**src/rtl/tick_gen_pkg.sv**
```systemverilog
package tick_gen_pkg;

  // Limit a requested divisor to the legal window [lo, hi].
  function automatic int unsigned limit_div(input int unsigned raw,
                                            input int unsigned lo,
                                            input int unsigned hi);
    int unsigned v;
    v = raw;
    if (v < lo) v = lo;
    if (v > hi) v = hi;
    return v;
  endfunction

endpackage

```
**src/rtl/div_limit.sv**
```systemverilog
module div_limit #(
  parameter int DIV_W   = 16,
  parameter int MIN_DIV = 8,
  parameter int MAX_DIV = 65535
) (
  input  logic [DIV_W-1:0] raw_div,
  output logic [DIV_W-1:0] eff_div
);
  import tick_gen_pkg::*;

  always_comb begin
    eff_div = DIV_W'(limit_div(32'(raw_div), MIN_DIV, MAX_DIV));
  end
endmodule

```
**src/rtl/quarter_timer.sv**
```systemverilog
module quarter_timer #(
  parameter int DIV_W   = 16,
  parameter int MIN_DIV = 8,
  parameter int QPB     = 4
) (
  input  logic             clk,
  input  logic             rst,
  input  logic             run_en,
  input  logic [DIV_W-1:0] eff_div,
  output logic             qtr_tick,
  output logic             bit_tick
);
  localparam int QW = (QPB > 1) ? $clog2(QPB) : 1;
  localparam logic [QW-1:0] LAST_Q = QW'(QPB - 1);

  logic [DIV_W-1:0] cnt;
  logic [DIV_W-1:0] div_live;
  logic [QW-1:0]    qidx;
  logic             at_end;

  assign at_end = (cnt == div_live - DIV_W'(1));

  always_ff @(posedge clk) begin
    if (rst) begin
      cnt      <= '0;
      div_live <= DIV_W'(MIN_DIV);
      qidx     <= '0;
      qtr_tick <= 1'b0;
      bit_tick <= 1'b0;
    end else if (!run_en) begin
      cnt      <= '0;
      div_live <= eff_div;
      qidx     <= '0;
      qtr_tick <= 1'b0;
      bit_tick <= 1'b0;
    end else if (at_end) begin
      cnt      <= '0;
      div_live <= eff_div;
      qtr_tick <= 1'b1;
      bit_tick <= (qidx == LAST_Q);
      qidx     <= (qidx == LAST_Q) ? '0 : qidx + QW'(1);
    end else begin
      cnt      <= cnt + DIV_W'(1);
      qtr_tick <= 1'b0;
      bit_tick <= 1'b0;
    end
  end
endmodule

```
**src/rtl/poll_timer.sv**
```systemverilog
module poll_timer #(
  parameter int POLL_W   = 16,
  parameter int PRESCALE = 4096
) (
  input  logic              clk,
  input  logic              rst,
  input  logic              run_en,
  input  logic [POLL_W-1:0] poll_div,
  output logic              poll_req
);
  localparam int PW = $clog2(PRESCALE);
  localparam logic [PW-1:0] PRE_LAST = PW'(PRESCALE - 1);

  logic [PW-1:0]     pre_cnt;
  logic [POLL_W-1:0] slow_cnt;
  logic [POLL_W-1:0] poll_live;

  always_ff @(posedge clk) begin
    if (rst) begin
      pre_cnt   <= '0;
      slow_cnt  <= '0;
      poll_live <= '0;
      poll_req  <= 1'b0;
    end else if (!run_en || poll_live == '0) begin
      // Idle: hold the counters and follow the programmed divisor.
      pre_cnt   <= '0;
      slow_cnt  <= '0;
      poll_live <= poll_div;
      poll_req  <= 1'b0;
    end else if (pre_cnt == PRE_LAST) begin
      pre_cnt <= '0;
      if (slow_cnt == poll_live - POLL_W'(1)) begin
        slow_cnt  <= '0;
        poll_live <= poll_div;
        poll_req  <= 1'b1;
      end else begin
        slow_cnt <= slow_cnt + POLL_W'(1);
        poll_req <= 1'b0;
      end
    end else begin
      pre_cnt  <= pre_cnt + PW'(1);
      poll_req <= 1'b0;
    end
  end
endmodule

```
**src/rtl/thermbus_tick_gen.sv**
```systemverilog
module thermbus_tick_gen #(
  parameter int DIV_W    = 16,
  parameter int MIN_DIV  = 8,
  parameter int MAX_DIV  = 65535,
  parameter int QPB      = 4,
  parameter int POLL_W   = 16,
  parameter int PRESCALE = 4096
) (
  input  logic              clk,
  input  logic              rst,
  input  logic              run_en,
  input  logic [DIV_W-1:0]  baud_div,
  input  logic [POLL_W-1:0] poll_div,
  output logic              qtr_tick,
  output logic              bit_tick,
  output logic              poll_req
);
  logic [DIV_W-1:0] eff_div;

  div_limit #(.DIV_W(DIV_W), .MIN_DIV(MIN_DIV), .MAX_DIV(MAX_DIV)) u_limit (
    .raw_div (baud_div),
    .eff_div (eff_div)
  );

  quarter_timer #(.DIV_W(DIV_W), .MIN_DIV(MIN_DIV), .QPB(QPB)) u_qtr (
    .clk      (clk),
    .rst      (rst),
    .run_en   (run_en),
    .eff_div  (eff_div),
    .qtr_tick (qtr_tick),
    .bit_tick (bit_tick)
  );

  poll_timer #(.POLL_W(POLL_W), .PRESCALE(PRESCALE)) u_poll (
    .clk      (clk),
    .rst      (rst),
    .run_en   (run_en),
    .poll_div (poll_div),
    .poll_req (poll_req)
  );
endmodule

```
**config.mk**
```make
export PLATFORM = sky130hd
export DESIGN_NAME = thermbus_tick_gen
export DESIGN_NICKNAME = d
export VERILOG_FILES = /design/src/rtl/tick_gen_pkg.sv /design/src/rtl/div_limit.sv /design/src/rtl/quarter_timer.sv /design/src/rtl/poll_timer.sv /design/src/rtl/thermbus_tick_gen.sv
export SDC_FILE = /design/constraint.sdc
export NUM_CORES = 1
export LEC_CHECK = 0
export BUFFER_PORTS_ARGS = -buffer_cell sky130_fd_sc_hd__buf_2
export CAP_MARGIN = 20
export CELL_PAD_IN_SITES_DETAIL_PLACEMENT = 1
export CELL_PAD_IN_SITES_GLOBAL_PLACEMENT = 2
export CORE_MARGIN = 4
export CORE_UTILIZATION = 30
export CTS_CLUSTER_DIAMETER = 120
export DETAILED_ROUTE_END_ITERATION = 10
export GPL_TIMING_DRIVEN = 0
export PLACE_DENSITY_LB_ADDON = 0.1
export SETUP_SLACK_MARGIN = 0.3
export SLEW_MARGIN = 20
export SYNTH_ARGS = -nofsm -noshare
export SYNTH_HDL_FRONTEND = slang
export SYNTH_HIERARCHICAL = 1
export SYNTH_SLANG_ARGS = --single-unit
```
**constraint.sdc**
```tcl
create_clock -name clk -period 4.6 [get_ports clk]
set_clock_uncertainty 0.1 [all_clocks]
set_input_delay 0.46 -clock clk [delete_from_list [all_inputs] [get_ports clk]]
set_output_delay 0.46 -clock clk [all_outputs]
set_load 0.05 [all_outputs]
```
Word level (Yosys, flattened, before mapping)
Index checks and enable logic that the tools add are counted.
W data, S select, Z words.
- flip-flop bits (word level): 81
- input port bits: 35
- add/sub/neg operators: 6
- order comparisons: 2
- equal/unequal tests: 5
- muxes and demuxes: 11
- bitwise logic cells: 3
- reductions and logical operators: 12
- operators by type and width (operator ; count):
    $mux W16 ; 8
    $add A16 B1 Y16 const B ; 2
    $eq A16 B16 Y1 ; 2
    $sub A16 B1 Y16 const B ; 2
    $gt A16 B16 Y1 const B ; 1
    $logic_not A16 Y1 ; 1
    $lt A16 B4 Y1 const B ; 1
    $add A12 B1 Y12 const B ; 1
    $eq A12 B12 Y1 const B ; 1
    $reduce_or A3 Y1 ; 4
    $reduce_bool A2 Y1 ; 2
    $reduce_or A2 Y1 ; 2
    $not A1 Y1 ; 3
    $add A2 B1 Y2 const B ; 1
    $eq A2 B2 Y1 const B ; 1
    $mux W1 ; 2
    $mux W2 ; 1
    $ne A2 B1 Y1 const B ; 1
    $reduce_and A2 Y1 ; 1
    $logic_not A1 Y1 ; 1
    $logic_or A1 B1 Y1 ; 1

Logic depth before layout (Yosys ltp)
Gate-level depths: netlist of the first run.
- depth in word-level cells: 6
- gate-level depth with buffers: 13

Cells and area by module
Netlist of the first run, hierarchy kept.
- modules (own cells, without submodules) (module ; instances ; cells an instance ; area each (µm²)):
    poll_timer ; 1 ; 346 ; 2791.4
    quarter_timer ; 1 ; 293 ; 2586.2
    div_limit ; 1 ; 23 ; 133.9

Least setup slack after synthesis of the first run
Ideal clock, no wire load.
- path kind: register to register
- start point: register u_poll.poll_live[0]
- end point: register u_poll.poll_live[13]
- arrival: 2948 ps
- required time: 4378 ps
- path slack: 1430 ps
- stages on the path, launching flop included: 14
- period minus slack after synthesis: 3170 ps
- cell sequence: dfxtp_1 clkbuf_1 inv_1 ha_1 buf_2 or4b_1 or3_1 o311ai_1 nand4_1 a2111oi_4 buf_6 buf_6 nand4b_1 nand3_1
- word-level cells in the longest chain between the ends: 4
- elaborated cells on any way between the ends: 8
- classes of those cells: 1 x add/sub; 1 x eq/ne; 1 x mux; 5 x reduce/logical
- RTL lines (element ; line ; text):
    from (decl) ; poll_timer.sv:16 ; logic [POLL_W-1:0] poll_live;
    from (signal assigned) ; poll_timer.sv:28 ; poll_live <= poll_div;
    from (signal assigned) ; poll_timer.sv:34 ; poll_live <= poll_div;
    $sub A16 B1 Y16 or $logic_not A16 Y1 (tied branches) ; poll_timer.sv:32, poll_timer.sv:24 ;
    $eq A16 B16 Y1 or $logic_or A1 B1 Y1 (tied branches) ; poll_timer.sv:32, poll_timer.sv:24 ;
    $reduce_bool A2 Y1 (no line) ; - ;
    $reduce_and A2 Y1 (no line) ; - ;
Parallel ways exist; a longest one is shown, timed or not.
A chain may end at the register's enable or synchronous reset.

Worst setup path after layout of the first run
- start point: register u_poll.poll_live[0]
- end point: register u_poll.slow_cnt[7]
- word-level cells in the longest chain between the ends: 3
- elaborated cells on any way between the ends: 6
- classes of those cells: 1 x add/sub; 1 x eq/ne; 1 x mux; 3 x reduce/logical
- RTL lines (element ; line ; text):
    $sub A16 B1 Y16 or $logic_not A16 Y1 (tied branches) ; poll_timer.sv:32, poll_timer.sv:24 ;
    $eq A16 B16 Y1 or $logic_or A1 B1 Y1 (tied branches) ; poll_timer.sv:32, poll_timer.sv:24 ;
    $mux W16 or $reduce_or A2 Y1 (tied branches) ; - ;
    to (signal assigned) ; poll_timer.sv:37 ; slow_cnt <= slow_cnt + POLL_W'(1);
    to (decl) ; poll_timer.sv:15 ; logic [POLL_W-1:0] slow_cnt;
Parallel ways exist; a longest one is shown, timed or not.

==> flow_metrics.env, run 1 <==
export IMPL_endpoint="u_poll/slow_cnt[7]$_SDFFE_PP0N_"
export IMPL_die_area_sq_um=20600
export IMPL_synth_area_sq_um=5512
export IMPL_wl_per_cell_um=19.08
export IMPL_cp_start_kind="flop"
export IMPL_setup_viol=0
export IMPL_startpoint="u_poll/poll_live[0]$_SDFFE_PP0P_"
export IMPL_gp_congestion=0.7849
export IMPL_yosysUniqueCellTypes=70
export IMPL_arrival_ns=4.02
export IMPL_wl_um=18010
export IMPL_maxCapViolations=0
export IMPL_clock_sinks=81
export IMPL_grt_setup_unrepaired="false"
export IMPL_drt_initial_drc_count=273
export IMPL_timing_rr_start="u_poll/poll_live[0]$_SDFFE_PP0P_"
export IMPL_route_detailed_drc=0
export IMPL_root_buffer="clkbuf_16"
export IMPL_crit_type="flop to flop"
export IMPL_total_leakage_power_uw=0.002222
export IMPL_tightest_slew_ns=0.7991
export IMPL_slew_viol_final=0
export IMPL_yosysSeqAreaShare_pct=29.42
export IMPL_tritoncts="built"
export IMPL_synth_xor_area_share_pct=12.44
export IMPL_ant_nets=0
export IMPL_fillCellCount=2200
export IMPL_antenna_found_initial=0
export IMPL_core_sq_um=18020
export IMPL_hold_class="input port to flop"
export IMPL_yosys_area_top_type="dfxtp_1"
export IMPL_timing_rr_end="u_poll/slow_cnt[7]$_SDFFE_PP0N_"
export IMPL_max_freq_ghz=0.2583
export IMPL_end_kind="flop"
export IMPL_period_needed_ns=3.871
export IMPL_ff2ff_path_depth=12
export IMPL_hold_viol_final=0
export IMPL_postCtsSetupBuffers=0
export IMPL_p_comb_share_pct=18.6
export IMPL_antenna_cells=0
export IMPL_period_share_pct=84.16
export IMPL_postCtsHoldBufs=0
export IMPL_fin_nets=751
export IMPL_cts_resized=0
export IMPL_viasPerCell=5.584
export IMPL_seqPwrFrac_pct=41.2
export IMPL_ctsLongestPathBuffers=2
export IMPL_grt_max_degree=17
export IMPL_gr_total_overflow=0
export IMPL_intPower_uw=1259
export IMPL_io_pins=38
export IMPL_syn_nets=703
export IMPL_initial_core_util_pct=30.58
export IMPL_netlist_instances=662
export IMPL_rows=49
export IMPL_p_total_uw=1844
export IMPL_final_area_sq_um=6277
export IMPL_ir_drop_mv=0.1833
export IMPL_clock_latency_ns=0.35
export IMPL_place_inst=928
export IMPL_synth_adder_area_share_pct=1.362
export IMPL_maxSlewHeadroom_pct=46.23
export IMPL_synth_top_area_share_pct=29.42
export IMPL_p_switching_uw=584.8
export IMPL_num_vias=5271
export IMPL_grt_usage_pct=17.65
export IMPL_area_delta_synth_final_pct=13.89
export IMPL_synth_simple_area_share_pct=34.42
export IMPL_clk_pin_slew_ns=0.07
export IMPL_avgSynthCellArea_sq_um=8.326
export IMPL_switching_share_pct=31.71
export IMPL_grt_pass1_vias=5361
export IMPL_crit_fanout=10
export IMPL_finalNonFillerCells=944
export IMPL_synth_edf_count=0
export IMPL_drt_pass1_iter_count=4
export IMPL_synth_main_ff_cell="dfxtp_1"
export IMPL_cts_inserted_buffers=9
export IMPL_status="finished clean"
export IMPL_synthTopCellsByArea="dfxtp_1 29%, xor2_1 6.0%, xnor2_1 5.6%, nand4_1 4.8%, nand3_1 3.5%"
export IMPL_placed_area_sq_um=5983
export IMPL_muxShareOfSynthArea_pct=0.5675
export IMPL_register_area_sq_um=1622
export IMPL_synth_compound_area_share_pct=14.76
export IMPL_tns_ns=0
export IMPL_ys_async_sr_fraction_pct=0
export IMPL_multiInputGateArea_sq_um=3502
export IMPL_p_per_area_nw_per_um2=293.8
export IMPL_required_ns=4.75
export IMPL_synth_top_family_by_area="simple AND/OR/NAND/NOR gates"
export IMPL_drive_gt1_share_pct=14.55
export IMPL_yosysWarnings=6
export IMPL_numPortBuffers=37
export IMPL_grt_pass1_wl_um=28920
export IMPL_die_w_um=143.5
export IMPL_ys_ff_latch=81
export IMPL_h_tree_depth=3
export IMPL_place_hpwl_um=13510
export IMPL_worst_r2r_setup_slack_ns=0.73
export IMPL_die_y_um=143.5
export IMPL_clkPwrFrac_pct=40.2
[power groups by stage]
| stage | Clock (uW) | Sequential, uW | Combinational (uW) |
|---|---|---|---|
| 5_1_grt | 796 | 763 | 379 |
| 4_1_cts | 770 | 760 | 343 |
| 3_5_place_dp | 0 | 777 | 340 |
| 2_1_floorplan | 0 | 762 | 246 |
| 3_3_place_gp | 0 | 776 | 333 |
| 6_report | 741 | 760 | 343 |
[synth_stat cells, drive strengths merged, types with 2 or more instances]
cell type	n
nand3	38
nor3	25
clkbuf	47
and2	3
nor3b	3
o21ai	6
o31a	2
and3	30
o211ai	2
mux2i	2
nand3b	17
o41ai	2
nand2	26
nand4b	3
or4	8
xnor2	35
a21oi	3
o32ai	2
o311ai	2
nor4b	5
inv	18
a221o	2
nor4	14
xor2	38
nand2b	22
or2	3
a31oi	18
ha	6
dfxtp	81
a221oi	2
o21bai	2
and4	2
or3	9
or4b	12
nor2	48
nand4	42
and4b	2
a2111oi	19
a41oi	4
nor2b	4
o221ai	16
buf	19
[registers in the layout, summed over array words and instances (netlist names)]
signal            cells
u_poll/poll_live     16
u_poll/poll_req       1
u_poll/pre_cnt       12
u_poll/slow_cnt      16
u_qtr/bit_tick        1
u_qtr/cnt            16
u_qtr/div_live       16
u_qtr/qidx            2
u_qtr/qtr_tick        1
[how the worst min path moves through the flow]
stage | from | endpoint | cells after the start
after floorplan | u_poll/pre_cnt[0]$_SDFF_PP0_ | u_poll/pre_cnt[0]$_SDFF_PP0_ | 1
after global placement | u_poll/pre_cnt[0]$_SDFF_PP0_ | u_poll/pre_cnt[0]$_SDFF_PP0_ | 1
after detailed placement | u_poll/pre_cnt[0]$_SDFF_PP0_ | u_poll/pre_cnt[0]$_SDFF_PP0_ | 1
after CTS | poll_div[10] | u_poll/poll_live[10]$_SDFFE_PP0P_ | 3
after global routing | poll_div[10] | u_poll/poll_live[10]$_SDFFE_PP0P_ | 3
final | poll_div[10] | u_poll/poll_live[10]$_SDFFE_PP0P_ | 3
[logic make-up after synthesis]
family | Yosys count
XOR/XNOR | 75
AND/OR/NAND/NOR | 319
flip-flops | 81
adder cells (fa/ha/maj) | 6
AO/OA/AOI/OAI | 93
buffers and inverters | 85
multiplexers | 3
[cell usage in the layout (no fill, tap or decap), drive strengths merged, types with 3 or more instances in the layout]
master	instances
dfxtp	81
clkbuf	57
buf	56
nor2	48
nand4	42
xor2	38
nand3	38
xnor2	35
and3	30
nand2	26
nor3	25
inv	24
nand2b	22
a2111oi	19
a31oi	18
nand3b	17
o221ai	16
nor4	14
or4b	12
or3	9
or4	8
o21ai	6
ha	6
nor4b	5
a41oi	4
nor2b	4
and2	3
a21oi	3
nand4b	3
nor3b	3
or2	3
[worst max-delay path, stage by stage, from the launching register on]
cell and delay [ns]:
dfxtp_1 0.30, clkbuf_1 0.19, inv_1 0.12, ha_1 0.14, buf_2 0.20, or4b_1 0.53
or3_1 0.36, o311ai_1 0.35, nand4_1 0.23, a2111oi_4 0.63, a21o_2 0.32, buf_4 0.21
nor2_1 0.06
[routing by layer]
metal	track usage, %	routed length (um)	up-vias
met5	0	0	-
met4	6.591	385	0
met3	2.163	395	24
met2	30.94	9098	72
met1	22.17	8133	2602
li1	-	-	2573
[per-stage QoR]
stage / setup WS [ns] / hold WS (ns) / utilization [%]
after global routing: 0.4491 / 0.2888 / 34.83
after detailed placement: 0.7364 / 0.3553 / 33.19
after global placement: 0.7840 / 0.3454 / 33.19
final: 0.7286 / 0.2637 / 34.83
after floorplan: 1.430 / 0.3302 / -
after CTS: 0.6822 / 0.2552 / 34.83
[cell type report]
type                            instances  area share, %
Multi-Input combinational cell        496          55.79
Sequential cell                        81          25.83
Buffer                                 67          5.103
Tap cell                              229          4.564
Clock buffer                           10          3.807
Timing Repair Buffer                   37          2.950
Inverter                               18          1.076
Clock inverter                          6         0.8770
Note: power is estimated with default switching activity, not from simulation.
==> run 2: changes to the inputs <==
==> constraint.sdc (replaced) <==
create_clock -name clk -period 3.6 [get_ports clk]
set_clock_uncertainty 0.1 [all_clocks]
set_input_delay 0.36 -clock clk [delete_from_list [all_inputs] [get_ports clk]]
set_output_delay 0.36 -clock clk [all_outputs]
set_load 0.05 [all_outputs]
==> flow_metrics.env, run 2 (synthesis gave the netlist of run 1 again) <==
export IMPL_setup_viol=0
export IMPL_postCtsHoldBufs=0
export IMPL_area_delta_synth_final_pct=24.65
export IMPL_multiInputGateArea_sq_um=3737
export IMPL_max_freq_ghz=0.3074
export IMPL_crit_type="flop to flop"
export IMPL_period_needed_ns=3.253
export IMPL_io_pins=38
export IMPL_clock_latency_ns=0.35
export IMPL_numPortBuffers=37
export IMPL_p_per_area_nw_per_um2=355.9
export IMPL_mostFrequentLayoutCell="dfxtp_1"
export IMPL_grt_pass1_vias=5475
export IMPL_end_kind="flop"
export IMPL_antenna_cells=0
export IMPL_rows=49
export IMPL_finalNonFillerCells=966
export IMPL_final_cell_mix="77 x dfxtp_1, 48 x nor2_1, 42 x nand4_1"
export IMPL_ff2ff_path_depth=14
export IMPL_tritoncts="built"
export IMPL_period_share_pct=90.35
export IMPL_wl_per_cell_um=19.54
export IMPL_status="finished clean"
export IMPL_die_y_um=143.5
export IMPL_slowest_delay_ns=0.64
export IMPL_ctsLongestPathBuffers=2
export IMPL_placed_area_sq_um=5983
export IMPL_crit_fanout=6
export IMPL_hold_viol_final=0
export IMPL_ant_nets=0
export IMPL_route_detailed_drc=0
export IMPL_worst_r2r_setup_slack_ns=0.35
export IMPL_place_hpwl_um=13510
export IMPL_min_to="u_poll/poll_live[10]$_SDFFE_PP0P_"
export IMPL_holdWs_ns=0.1781
export IMPL_viasPerCell=5.578
export IMPL_cpMaxStageDelayCell="or4b_2"
export IMPL_slew_viol_final=0
export IMPL_initial_core_util_pct=30.58
export IMPL_grt_setup_unrepaired="true"
export IMPL_maxSlewHeadroom_pct=47.99
export IMPL_num_vias=5388
export IMPL_maxCapViolations=0
export IMPL_gr_total_overflow=0
export IMPL_die_area_sq_um=20600
export IMPL_place_inst=928
export IMPL_timing_critical_path_mode_cell="buf_6"
export IMPL_cp_top_family="simple AND/OR/NAND/NOR gates"
export IMPL_grt_pass1_wl_um=29590
export IMPL_die_w_um=143.5
export IMPL_required_ns=3.80
export IMPL_clock_sinks=81
export IMPL_cts_inserted_buffers=9
export IMPL_grt_max_degree=17
export IMPL_timing_rr_end="u_poll/poll_live[9]$_SDFFE_PP0P_"
export IMPL_drt_initial_drc_count=334
export IMPL_gp_congestion=0.7849
export IMPL_grt_usage_pct=18.08
export IMPL_drt_pass1_iter_count=4
export IMPL_hp_start="poll_div[10]"
export IMPL_drive_gt1_share_pct=22.25
export IMPL_fin_nets=773
export IMPL_core_sq_um=18020
export IMPL_total_leakage_power_uw=0.002499
export IMPL_ir_drop_mv=0.2295
export IMPL_crit_chain="buf_8 > inv_6 > ha_4 > buf_6 > or4b_4 > buf_12 > nor4_4 > a2111oi_1 > a31oi_1 > a2111oi_4 > buf_4 > buf_6 > or4b_2 > nand3_2"
export IMPL_timing_rr_start="u_poll/poll_live[0]$_SDFFE_PP0P_"
export IMPL_final_area_sq_um=6870
export IMPL_antenna_found_initial=0
export IMPL_arrival_ns=3.45
export IMPL_tightest_slew_ns=0.7730
export IMPL_cp_start_kind="flop"
export IMPL_clk_pin_slew_ns=0.07
export IMPL_holdPathStages=3
export IMPL_worst_path_buf_inv=6
export IMPL_register_area_sq_um=1627
export IMPL_h_tree_depth=3
export IMPL_root_buffer="clkbuf_16"
export IMPL_wl_um=18880
export IMPL_hold_class="input port to flop"
export IMPL_fillCellCount=2150
run 2: changes by cell type in the layout (fill, tap and decap cells not counted), sizes merged:
| cell | change |
|---|---|
| bufbuf | +1 |
| buf | +21 |
run 2: worst reg2reg max path, stage by stage, from the launching register on:
cell	delay, ns
dfxtp_2	0.33
buf_8	0.12
inv_6	0.05
ha_4	0.11
buf_6	0.09
or4b_4	0.49
buf_12	0.16
nor4_4	0.25
a2111oi_1	0.09
a31oi_1	0.26
a2111oi_4	0.12
buf_4	0.19
buf_6	0.13
or4b_2	0.64
nand3_2	0.08
run 2: how the worst max path moves through the flow:
stage                                           startpoint                           endpoint  slack, ns  depth (start not counted)
final                     u_poll/poll_live[0]$_SDFFE_PP0P_   u_poll/poll_live[9]$_SDFFE_PP0P_       0.35                         14
after global placement    u_poll/poll_live[0]$_SDFFE_PP0P_   u_poll/slow_cnt[13]$_SDFFE_PP0N_      -0.22                         12
after global routing      u_poll/poll_live[0]$_SDFFE_PP0P_   u_poll/poll_live[9]$_SDFFE_PP0P_       0.27                         14
after detailed placement  u_poll/poll_live[0]$_SDFFE_PP0P_    u_poll/slow_cnt[7]$_SDFFE_PP0N_      -0.26                         12
after floorplan           u_poll/poll_live[0]$_SDFFE_PP0P_  u_poll/poll_live[13]$_SDFFE_PP0P_       0.43                         13
after CTS                 u_poll/poll_live[0]$_SDFFE_PP0P_    u_poll/slow_cnt[9]$_SDFFE_PP0N_       0.29                         14
run 2: metal layers:
| metal | global-route usage [%] | share of wire [%] |
|---|---|---|
| met1 | 22.58 | 45 |
| met2 | 32.05 | 51 |
| met3 | 2.230 | 2.5 |
| met4 | 6.343 | 1.3 |
| met5 | 0 | 0 |
run 2: through the flow:
step | utilization [%] | TNS (ns) | setup slack (ns) | total power (uW)
detailed placement | 33.19 | -7.670 | -0.2636 | 1427
global placement | 33.19 | -5.047 | -0.2160 | 1416
global route | 38.12 | 0 | 0.2706 | 2565
CTS | 36.68 | 0 | 0.2943 | 2449
finish | 38.12 | 0 | 0.3474 | 2445
floorplan | - | 0 | 0.4305 | 1288
run 2: what timing repair did:
| item | CTS | global route |
|---|---|---|
| cloned | 3 | 2 |
| buffers inserted | 11 | 6 |
| endpoints found under the setup margin | 76 | 70 |
| resized for setup | 39 | 51 |
| pin swaps | 9 | 11 |
run 2: where the power goes:
group / switching [uW] / internal [uW] / total, uW / leakage [uW]
clock network: 443 / 505 / 948 / 0.000147
registers: 47.2 / 928 / 976 / 0.000661
logic: 294 / 228 / 522 / 0.00169
run 2: layout make-up:
cell class | count | share of cell area [%]
multi-input cells | 496 | 54.40
flip-flops and latches | 81 | 23.68
repair buffers | 59 | 6.611
clock buffers | 10 | 3.478
inverters | 18 | 1.056
plain buffers | 67 | 5.810
clock inverters | 6 | 0.8013
well taps | 229 | 4.170
